## src/rtl/uart_rf_pkg.sv

```systemverilog
package uart_rf_pkg;

    localparam int DATA_W = 8;

    typedef logic [DATA_W-1:0] byte_t;

    typedef enum logic [1:0] {
        SER_IDLE,
        SER_START,
        SER_DATA,
        SER_STOP
    } ser_state_e;

    typedef struct packed {
        logic       rsvd7;
        logic       xmit_idle;
        logic       hold_empty;
        logic [2:0] rsvd;
        logic       overrun;
        logic       rx_ready;
    } line_status_t;

    function automatic line_status_t make_status(
        input logic rx_ready,
        input logic overrun,
        input logic hold_empty,
        input logic shifter_busy
    );
        line_status_t s;
        s            = '0;
        s.rx_ready   = rx_ready;
        s.overrun    = overrun;
        s.hold_empty = hold_empty;
        s.xmit_idle  = hold_empty && !shifter_busy;
        return s;
    endfunction

endpackage

```

## src/rtl/uart_rf_fifo.sv

```systemverilog
module uart_rf_fifo #(
    parameter int WIDTH = 8,
    parameter int DEPTH = 16,
    localparam int AW   = (DEPTH > 1) ? $clog2(DEPTH) : 1,
    localparam int CW   = $clog2(DEPTH + 1)
) (
    input  logic             clk,
    input  logic             rst,
    input  logic             push,
    input  logic [WIDTH-1:0] din,
    input  logic             pop,
    output logic [WIDTH-1:0] dout,
    output logic             empty,
    output logic             full,
    output logic [CW-1:0]    count
);

    logic [WIDTH-1:0] mem [DEPTH];
    logic [AW-1:0]    wr_ptr;
    logic [AW-1:0]    rd_ptr;
    logic             do_push;
    logic             do_pop;

    assign empty   = (count == '0);
    assign full    = (count == CW'(DEPTH));
    assign do_push = push && !full;
    assign do_pop  = pop && !empty;
    assign dout    = mem[rd_ptr];

    function automatic logic [AW-1:0] bump(input logic [AW-1:0] p);
        return (p == AW'(DEPTH - 1)) ? '0 : p + 1'b1;
    endfunction

    always_ff @(posedge clk) begin
        if (do_push) mem[wr_ptr] <= din;
    end

    always_ff @(posedge clk) begin
        if (rst) begin
            wr_ptr <= '0;
            rd_ptr <= '0;
            count  <= '0;
        end else begin
            if (do_push) wr_ptr <= bump(wr_ptr);
            if (do_pop)  rd_ptr <= bump(rd_ptr);
            case ({do_push, do_pop})
                2'b10:   count <= count + 1'b1;
                2'b01:   count <= count - 1'b1;
                default: count <= count;
            endcase
        end
    end

endmodule

```

## src/rtl/uart_rf_tx.sv

```systemverilog
module uart_rf_tx
    import uart_rf_pkg::*;
#(
    parameter int CLKS_PER_BIT = 16,
    localparam int CNTW        = $clog2(CLKS_PER_BIT),
    localparam int IDXW        = $clog2(DATA_W)
) (
    input  logic  clk,
    input  logic  rst,
    input  logic  have_data,
    input  byte_t data,
    output logic  take,
    output logic  line,
    output logic  busy
);

    ser_state_e      state;
    logic [CNTW-1:0] cnt;
    logic [IDXW-1:0] idx;
    byte_t           sh;
    logic            last;

    assign last = (cnt == CNTW'(CLKS_PER_BIT - 1));
    assign take = (state == SER_IDLE) && have_data;
    assign busy = (state != SER_IDLE);

    always_ff @(posedge clk) begin
        if (rst) begin
            state <= SER_IDLE;
            line  <= 1'b1;
            cnt   <= '0;
            idx   <= '0;
            sh    <= '0;
        end else begin
            case (state)
                SER_IDLE: begin
                    if (have_data) begin
                        sh    <= data;
                        line  <= 1'b0;
                        cnt   <= '0;
                        state <= SER_START;
                    end
                end
                SER_START: begin
                    if (last) begin
                        cnt   <= '0;
                        idx   <= '0;
                        line  <= sh[0];
                        state <= SER_DATA;
                    end else begin
                        cnt <= cnt + 1'b1;
                    end
                end
                SER_DATA: begin
                    if (last) begin
                        cnt <= '0;
                        if (idx == IDXW'(DATA_W - 1)) begin
                            line  <= 1'b1;
                            state <= SER_STOP;
                        end else begin
                            idx  <= idx + 1'b1;
                            sh   <= sh >> 1;
                            line <= sh[1];
                        end
                    end else begin
                        cnt <= cnt + 1'b1;
                    end
                end
                default: begin
                    if (last) begin
                        cnt   <= '0;
                        state <= SER_IDLE;
                    end else begin
                        cnt <= cnt + 1'b1;
                    end
                end
            endcase
        end
    end

endmodule

```

## src/rtl/uart_rf_rx.sv

```systemverilog
module uart_rf_rx
    import uart_rf_pkg::*;
#(
    parameter int CLKS_PER_BIT = 16,
    localparam int CNTW        = $clog2(CLKS_PER_BIT),
    localparam int IDXW        = $clog2(DATA_W),
    localparam int HALF        = CLKS_PER_BIT / 2
) (
    input  logic  clk,
    input  logic  rst,
    input  logic  line_in,
    output logic  valid,
    output byte_t data
);

    ser_state_e      state;
    logic [CNTW-1:0] cnt;
    logic [IDXW-1:0] idx;
    logic [1:0]      sync;
    logic            s;
    logic            last;

    assign s    = sync[1];
    assign last = (cnt == CNTW'(CLKS_PER_BIT - 1));

    always_ff @(posedge clk) begin
        if (rst) begin
            sync  <= 2'b11;
            state <= SER_IDLE;
            cnt   <= '0;
            idx   <= '0;
            data  <= '0;
            valid <= 1'b0;
        end else begin
            sync  <= {sync[0], line_in};
            valid <= 1'b0;
            case (state)
                SER_IDLE: begin
                    cnt <= '0;
                    if (!s) state <= SER_START;
                end
                SER_START: begin
                    if (cnt == CNTW'(HALF - 1)) begin
                        cnt   <= '0;
                        idx   <= '0;
                        state <= s ? SER_IDLE : SER_DATA;
                    end else begin
                        cnt <= cnt + 1'b1;
                    end
                end
                SER_DATA: begin
                    if (last) begin
                        cnt  <= '0;
                        data <= {s, data[DATA_W-1:1]};
                        if (idx == IDXW'(DATA_W - 1)) state <= SER_STOP;
                        else                           idx   <= idx + 1'b1;
                    end else begin
                        cnt <= cnt + 1'b1;
                    end
                end
                default: begin
                    if (last) begin
                        cnt   <= '0;
                        valid <= s;
                        state <= SER_IDLE;
                    end else begin
                        cnt <= cnt + 1'b1;
                    end
                end
            endcase
        end
    end

endmodule

```

## src/rtl/uart_regfront.sv

```systemverilog
module uart_regfront
    import uart_rf_pkg::*;
#(
    parameter int CLKS_PER_BIT = 16,
    parameter int FIFO_DEPTH   = 16,
    parameter int ADDR_W       = 3
) (
    input  logic              clk,
    input  logic              rst,
    input  logic              bus_sel,
    input  logic              bus_wr,
    input  logic [ADDR_W-1:0] bus_addr,
    input  logic [7:0]        bus_wdata,
    output logic [7:0]        bus_rdata,
    output logic              tx_line,
    input  logic              rx_line
);

    localparam int CNT_W = $clog2(FIFO_DEPTH + 1);
    localparam logic [ADDR_W-1:0] A_DATA   = ADDR_W'(0);
    localparam logic [ADDR_W-1:0] A_STATUS = ADDR_W'(1);

    logic             wr_data, rd_data, rd_status;
    byte_t            tx_head, rx_head, rx_byte;
    logic             tx_empty, tx_full, tx_take, tx_busy;
    logic             rx_empty, rx_full, rx_valid;
    logic [CNT_W-1:0] tx_count, rx_count;
    logic             overrun;
    line_status_t     status;

    assign wr_data   = bus_sel &&  bus_wr && (bus_addr == A_DATA);
    assign rd_data   = bus_sel && !bus_wr && (bus_addr == A_DATA);
    assign rd_status = bus_sel && !bus_wr && (bus_addr == A_STATUS);

    uart_rf_fifo #(.WIDTH(DATA_W), .DEPTH(FIFO_DEPTH)) u_txq (
        .clk(clk), .rst(rst),
        .push(wr_data), .din(bus_wdata),
        .pop(tx_take), .dout(tx_head),
        .empty(tx_empty), .full(tx_full), .count(tx_count)
    );

    uart_rf_tx #(.CLKS_PER_BIT(CLKS_PER_BIT)) u_tx (
        .clk(clk), .rst(rst),
        .have_data(!tx_empty), .data(tx_head),
        .take(tx_take), .line(tx_line), .busy(tx_busy)
    );

    uart_rf_rx #(.CLKS_PER_BIT(CLKS_PER_BIT)) u_rx (
        .clk(clk), .rst(rst),
        .line_in(rx_line), .valid(rx_valid), .data(rx_byte)
    );

    uart_rf_fifo #(.WIDTH(DATA_W), .DEPTH(FIFO_DEPTH)) u_rxq (
        .clk(clk), .rst(rst),
        .push(rx_valid), .din(rx_byte),
        .pop(rd_data), .dout(rx_head),
        .empty(rx_empty), .full(rx_full), .count(rx_count)
    );

    always_ff @(posedge clk) begin
        if (rst)                        overrun <= 1'b0;
        else if (rx_valid && rx_full)   overrun <= 1'b1;
        else if (rd_status)             overrun <= 1'b0;
    end

    assign status = make_status(!rx_empty, overrun, tx_empty, tx_busy);

    always_comb begin
        if (bus_addr == A_DATA)        bus_rdata = rx_empty ? 8'h00 : rx_head;
        else if (bus_addr == A_STATUS) bus_rdata = status;
        else                           bus_rdata = 8'h00;
    end

endmodule

```

## config.mk

```make
export PLATFORM = sky130hd
export DESIGN_NAME = uart_regfront
export DESIGN_NICKNAME = d
export VERILOG_FILES = /design/src/rtl/uart_rf_pkg.sv /design/src/rtl/uart_rf_fifo.sv /design/src/rtl/uart_rf_tx.sv /design/src/rtl/uart_rf_rx.sv /design/src/rtl/uart_regfront.sv
export SDC_FILE = /design/constraint.sdc
export NUM_CORES = 1
export LEC_CHECK = 0
export BUFFER_PORTS_ARGS = -buffer_cell sky130_fd_sc_hd__buf_4
export CAP_MARGIN = 20
export CORE_MARGIN = 1
export CORE_UTILIZATION = 65
export CTS_BUF_LIST = sky130_fd_sc_hd__clkbuf_8
export CTS_CLUSTER_DIAMETER = 60
export DETAILED_ROUTE_END_ITERATION = 8
export PLACE_DENSITY = 0.83
export SYNTH_ARGS = -nofsm -noshare
export SYNTH_HDL_FRONTEND = slang
export SYNTH_SLANG_ARGS = --single-unit
```

## constraint.sdc

```tcl
create_clock -name clk -period 4.2 [get_ports clk]
set_input_delay 0.84 -clock clk [delete_from_list [all_inputs] [get_ports clk]]
set_output_delay 0.84 -clock clk [all_outputs]
set_load 0.1 [all_outputs]
```

; After elaboration in Yosys (flattened, before gate mapping)
; Memories as Yosys holds them, arrays and structs flattened. A register that Yosys moved wholly into a read port is not among the register bits.
; Index checks and enable logic that the tools add are counted.
[classes]
addsub = 12
n_eq_ne = 30
n_mux = 55
bitwise_logic = 1
reduce_logical = 41
[op_table]
columns = cell, n
row1 = 2-to-1 mux 4 bit, 13
row2 = 2-to-1 mux 8 bit, 5
row3 = adder 4 x 1 -> 4 bit (second input constant), 6
row4 = == test 4 bit (second input constant), 6
row5 = 2-to-1 mux 2 bit, 11
row6 = one-hot mux 5 bit (2 select lines), 2
row7 = 2-to-1 mux 3 bit, 6
row8 = one-hot mux 8 bit (2 select lines), 1
row9 = AND reduction 4 bit, 4
row10 = nonzero test 2 bit, 8
row11 = logical AND 1 bit, 12
row12 = != test 2 x 1 -> 1 bit (second input constant), 6
row13 = one-hot mux 2 bit (3 select lines), 2
row14 = one-hot mux 3 bit (2 select lines), 2
row15 = adder 5 x 1 -> 5 bit (second input constant), 2
row16 = == test 5 bit (second input constant), 2
row17 = zero test 5 bit, 2
row18 = 2-to-1 mux 1 bit, 10
row19 = AND reduction 5 bit, 2
row20 = subtractor 5 x 1 -> 5 bit (second input constant), 2
row21 = == test 2 x 1 -> 1 bit (second input constant), 4
row22 = == test 2 bit (second input constant), 4
row23 = != test 2 bit (second input constant), 4
row24 = one-hot mux 4 bit (2 select lines), 1
row25 = 13 further kinds, 22
[word_totals]
register_bits = 65
ram_bits = 256
input_bits = 16
out_inout_bits = 9
elab_cells = 159
n_memories = 2
[memory_table]
columns = name, words, width, rd, rd_clocked_by_memory_dff, write_ports, line
row1 = u_rxq.mem, 16, 8, 1, 1, 1, uart_rf_fifo.sv:18  ; logic [WIDTH-1:0] mem [DEPTH];
row2 = u_txq.mem, 16, 8, 1, 1, 1, uart_rf_fifo.sv:18

; Logic depth before layout (Yosys ltp)
[depth]
depth_word = 6
depth_mapped = 13
mapped_depth_nobuf = 11

; Cells and area by module
; Synthesis repeated with hierarchy kept, for this count alone.
[hier_totals]
cells_unflattened = 821
area_unflattened_um2 = 13912.1
[modules_own_cells]
columns = module, n_inst, cells_each, area_each_um2, seq_area_each_um2
row1 = uart_rf_fifo at u_rxq, 1, 297, 5926.9, 4184.0
row2 = uart_rf_fifo at u_txq, 1, 297, 5923.2, 4184.0
row3 = uart_rf_tx, 1, 109, 1007.2, 360.3
row4 = uart_rf_rx, 1, 97, 880.8, 400.4
row5 = uart_regfront, 1, 21, 173.9, 20.0

; Least setup slack after synthesis
; OpenSTA, ideal clock, no wires.
[synth_timing]
path_kind = input to output
start = in bus_addr[2]
end = out bus_rdata[1]
arrival_ns = 3.499
required_time_ns = 3.360
path_slack_ns = -0.139
path_stages = 3
path_buffers = 0
path_cell_list = nor3_2 o21ai_1 o21ai_0
[synth_between]
elab_chain_cells = 3
word_cells_on_any_way = 4
classes_between = 1 x eq/ne / 2 x mux / 1 x reduce/logical
[synth_rtl]
columns = item, line
row1 = start: declaration, uart_regfront.sv:12  ; input logic [ADDR_W-1:0] bus_addr,
row2 = == test 3 x 1 -> 1 bit, uart_regfront.sv:70  ; else if (bus_addr == A_STATUS) bus_rdata = status;
row3 = 2-to-1 mux 7 bit, uart_regfront.sv:70
row4 = 2-to-1 mux 8 bit (*), uart_regfront.sv:69  ; if (bus_addr == A_DATA) bus_rdata = rx_empty ? 8'h00 : rx_head;
row5 = end: declaration, uart_regfront.sv:14  ; output logic [7:0] bus_rdata,
; Every way passes the cells marked *; elsewhere a longest branch is shown, timed or not.

; Worst setup path after layout
[layout_timing]
start = reg u_rxq.count[1]
end = out bus_rdata[5]
[layout_between]
elab_chain_cells = 3
[layout_rtl]
columns = item, line
row1 = start: declaration, uart_rf_fifo.sv:15  ; output logic [CW-1:0] count
row2 = start signal: assignment, uart_rf_fifo.sv:47  ; 2'b10: count <= count + 1'b1;
row3 = start signal: assignment, uart_rf_fifo.sv:48  ; 2'b01: count <= count - 1'b1;
row4 = start signal: assignment, uart_rf_fifo.sv:49  ; default: count <= count;
row5 = zero test 5 bit, uart_rf_fifo.sv:24  ; assign empty = (count == '0);
row6 = 2-to-1 mux 8 bit (2 in a row), uart_regfront.sv:69
; No other way between the ends.

==> out/metrics.yaml <==
overflow: 0
stdcell_area_sq_um: 15010
clock-root-buffer: "clkbuf_8"
cts_tree: "yes"
peakVddDrop_uv: 371.6
whs_ps: 448.6
drtIter0Drc: 734
cts.clk_slew.worst_paths_ps: 60
design.core.area_sq_um: 20300
wl_per_cell_microns: 22.54
slew_headroom_pct: 30.26
area_growth_pct: 11.04
worst-path-buf-inv: 1
syn_inst: 873
drc: 0
vias_per_cell: 6.395
drive_above_1_share_pct: 20.29
cts_buffer_depth: 3
pre_cts_ws_ps: 441.8
powerDensity_nw_per_um2: 502.1
post_cts_buffers: 0
dieWidth_microns: 146.2
hold_violations: 0
grt_pass1_wl_microns: 43340
ys_ff_latch: 329
worstSetupPathType: "reg2out"
cp.arrival_ps: 2860
fin_nets: 961
layoutNonFillerInstCount: 1231
final_antenna_net_count: 0
crit_chain: "or4_1, o21ai_1, o32ai_1, buf_4"
crit_fanout: 10
cp_slowest_cell: "o21ai_1"
fin_ws_ps: 498.2
firstDrtPassIters: 7
fp.dieH_microns: 146.2
port_buffers: 24
grt_use_total_pct: 26.81
grt_max_degree: 68
synthDistinctLibCells: 61
worst_slew_pin_slew_ps: 1039
syn_area_per_cell_sq_um: 15.49
htreeDepth: 2
yosysSeqAreaShare_pct: 67.67
fmax_mhz: 270.1
hold_class: "reg2reg"
placed_area_sq_um: 13970
async_flop_share_pct: 0
worstPathRequired_ps: 3360
period_share_pct: 88.14
fin_tns_setup_ps: 0
fin_skew_ps: 22.01
grt_pass1_vias: 8084
cts_resized: 0
yosysWarnings: 0
initial_core_util_pct: 66.61
status: "finished, final reports clean"
finalCriticalPeriod_ps: 3702
syn_area_sq_um: 13520
fin_util_pct: 73.96
max-cap-violations: 0
vias: 7872
power_mw: 7.538
drv_slew: 0
endpoint_kind: "output pin"
gp_congestion: 0.8713
dp.cells: 1137
yosys_most_used_dff: "edfxtp_1"
synth-edff-count: 256
rows: 52
antenna_found_initial: 0
slowest_delay_ps: 820
dp_hpwl_microns: 18160
cts_buffers: 50
die_area_sq_um: 21380
setup_viol: 0
synth_nets: 915
crit_family: "compound AO/OA/AOI/OAI gates"
start_kind: "register"
clkSinkCount: 329
cts_hold_buf: 0
clkLatencyLatePin_ps: 570
ioPinCount: 25
rsz0062_at_grt: "no"
antennaDiodeCount: 0
power_leakage_nw: 4.998
wl_microns: 27750
==> layer usage <==
metal,part of all wire [%],track usage [%]
met5,0,0
met4,2.4,10.42
met3,7.1,4.313
met2,52,46.38
met1,38,34.28
==> cell type report <==
cell class,count,area [sq um]
multi-input combinational,479,4095
clock inverter,32,186.4
inverter,21,91.34
fill,1178,5286
tap,270,337.8
sequential,329,9151
clock buffer,62,853.3
timing repair buffer,38,297.8
==> cell families after synthesis <==
| logic type | count (synthesis) | synth area share, % |
|---|---|---|
| AO/OA/AOI/OAI | 136 | 6.265 |
| XOR/XNOR | 15 | 0.9716 |
| adder cells (fa/ha/maj) | 26 | 2.406 |
| buffers and inverters | 65 | 2.045 |
| flip-flops | 329 | 67.67 |
| multiplexers | 94 | 13.39 |
| AND/OR/NAND/NOR | 208 | 7.255 |
==> cell usage after synthesis (all sizes together) (4+ instances only) <==
cell / count / area (sq um)
a211oi: 7 / 57.55
a21oi: 56 / 280.3
a22oi: 13 / 97.59
a31oi: 5 / 31.28
buf: 18 / 87.59
clkbuf: 26 / 97.59
dfxtp: 73 / 1461
edfxtp: 256 / 7687
ha: 26 / 325.3
inv: 20 / 75.07
mux2: 5 / 56.30
mux2i: 20 / 200.2
mux4: 69 / 1554
nand2: 40 / 150.1
nand2b: 10 / 62.56
nand3: 19 / 95.09
nor2: 86 / 322.8
nor2b: 10 / 62.56
nor3: 13 / 70.07
nor3b: 7 / 52.55
o21ai: 29 / 145.1
or4: 4 / 33.78
xnor2: 4 / 35.03
xor2: 11 / 96.34
==> worst register-to-register path, stage by stage (launching register included) <==
cell	delay (ps)
dfxtp_1	390
or4_4	580
o21ai_1	440
inv_1	200
ha_1	390
xor2_1	200
ha_1	220
a31o_2	270
a21boi_0	130
nor4_1	310
o221ai_1	160
==> worst paths after layout <==
| path | startpoint | to | slack [ps] | cells past startpoint |
|---|---|---|---|---|
| setup / recovery | u_rxq.count[1] | bus_rdata[5] | 500 | 4 |
| hold / removal | u_rx.sync[0] | u_rx.sync[1] | 450 | 1 |
| setup reg to reg | u_txq.count[1] | u_txq.count[4] | 770 | 10 |
| hold reg to reg | u_rx.sync[0] | u_rx.sync[1] | 450 | 1 |
==> registers in the layout (all words and copies together), names as in the netlist, 3 cells and up, named ones only <==
register / flops
u_rx.data: 8
u_tx.sh: 8
u_rxq.mem: 128
u_rxq.wr_ptr: 4
u_rx.idx: 3
u_txq.count: 5
u_tx.cnt: 4
u_txq.mem: 128
u_rx.cnt: 4
u_txq.wr_ptr: 4
u_rxq.count: 5
u_txq.rd_ptr: 4
u_tx.idx: 3
u_rxq.rd_ptr: 4
==> placed cells by master (no fill, tap or decap), types with 11 or more instances in the layout <==
| cell | netlist | final |
|---|---|---|
| inv_1 | 20 | 38 |
| o21ai_0 | 27 | 27 |
| mux2i_1 | 20 | 20 |
| a22oi_1 | 13 | 13 |
| ha_1 | 26 | 26 |
| clkbuf_8 | 0 | 62 |
| xor2_1 | 11 | 11 |
| edfxtp_1 | 256 | 256 |
| nor2_1 | 86 | 86 |
| buf_4 | 0 | 37 |
| nand2_1 | 40 | 40 |
| nand3_1 | 19 | 19 |
| a21oi_1 | 56 | 56 |
| mux4_2 | 69 | 69 |
| dfxtp_1 | 73 | 71 |
| nor3_1 | 12 | 12 |
==> report_power, final <==
group | switching, mW | internal (mW)
Combinational | 0.697 | 0.513
Clock | 1.19 | 1.46
Sequential | 0.120 | 3.57
Total | 2.00 | 5.54
No activity file was read; power rests on OpenSTA's default activity.
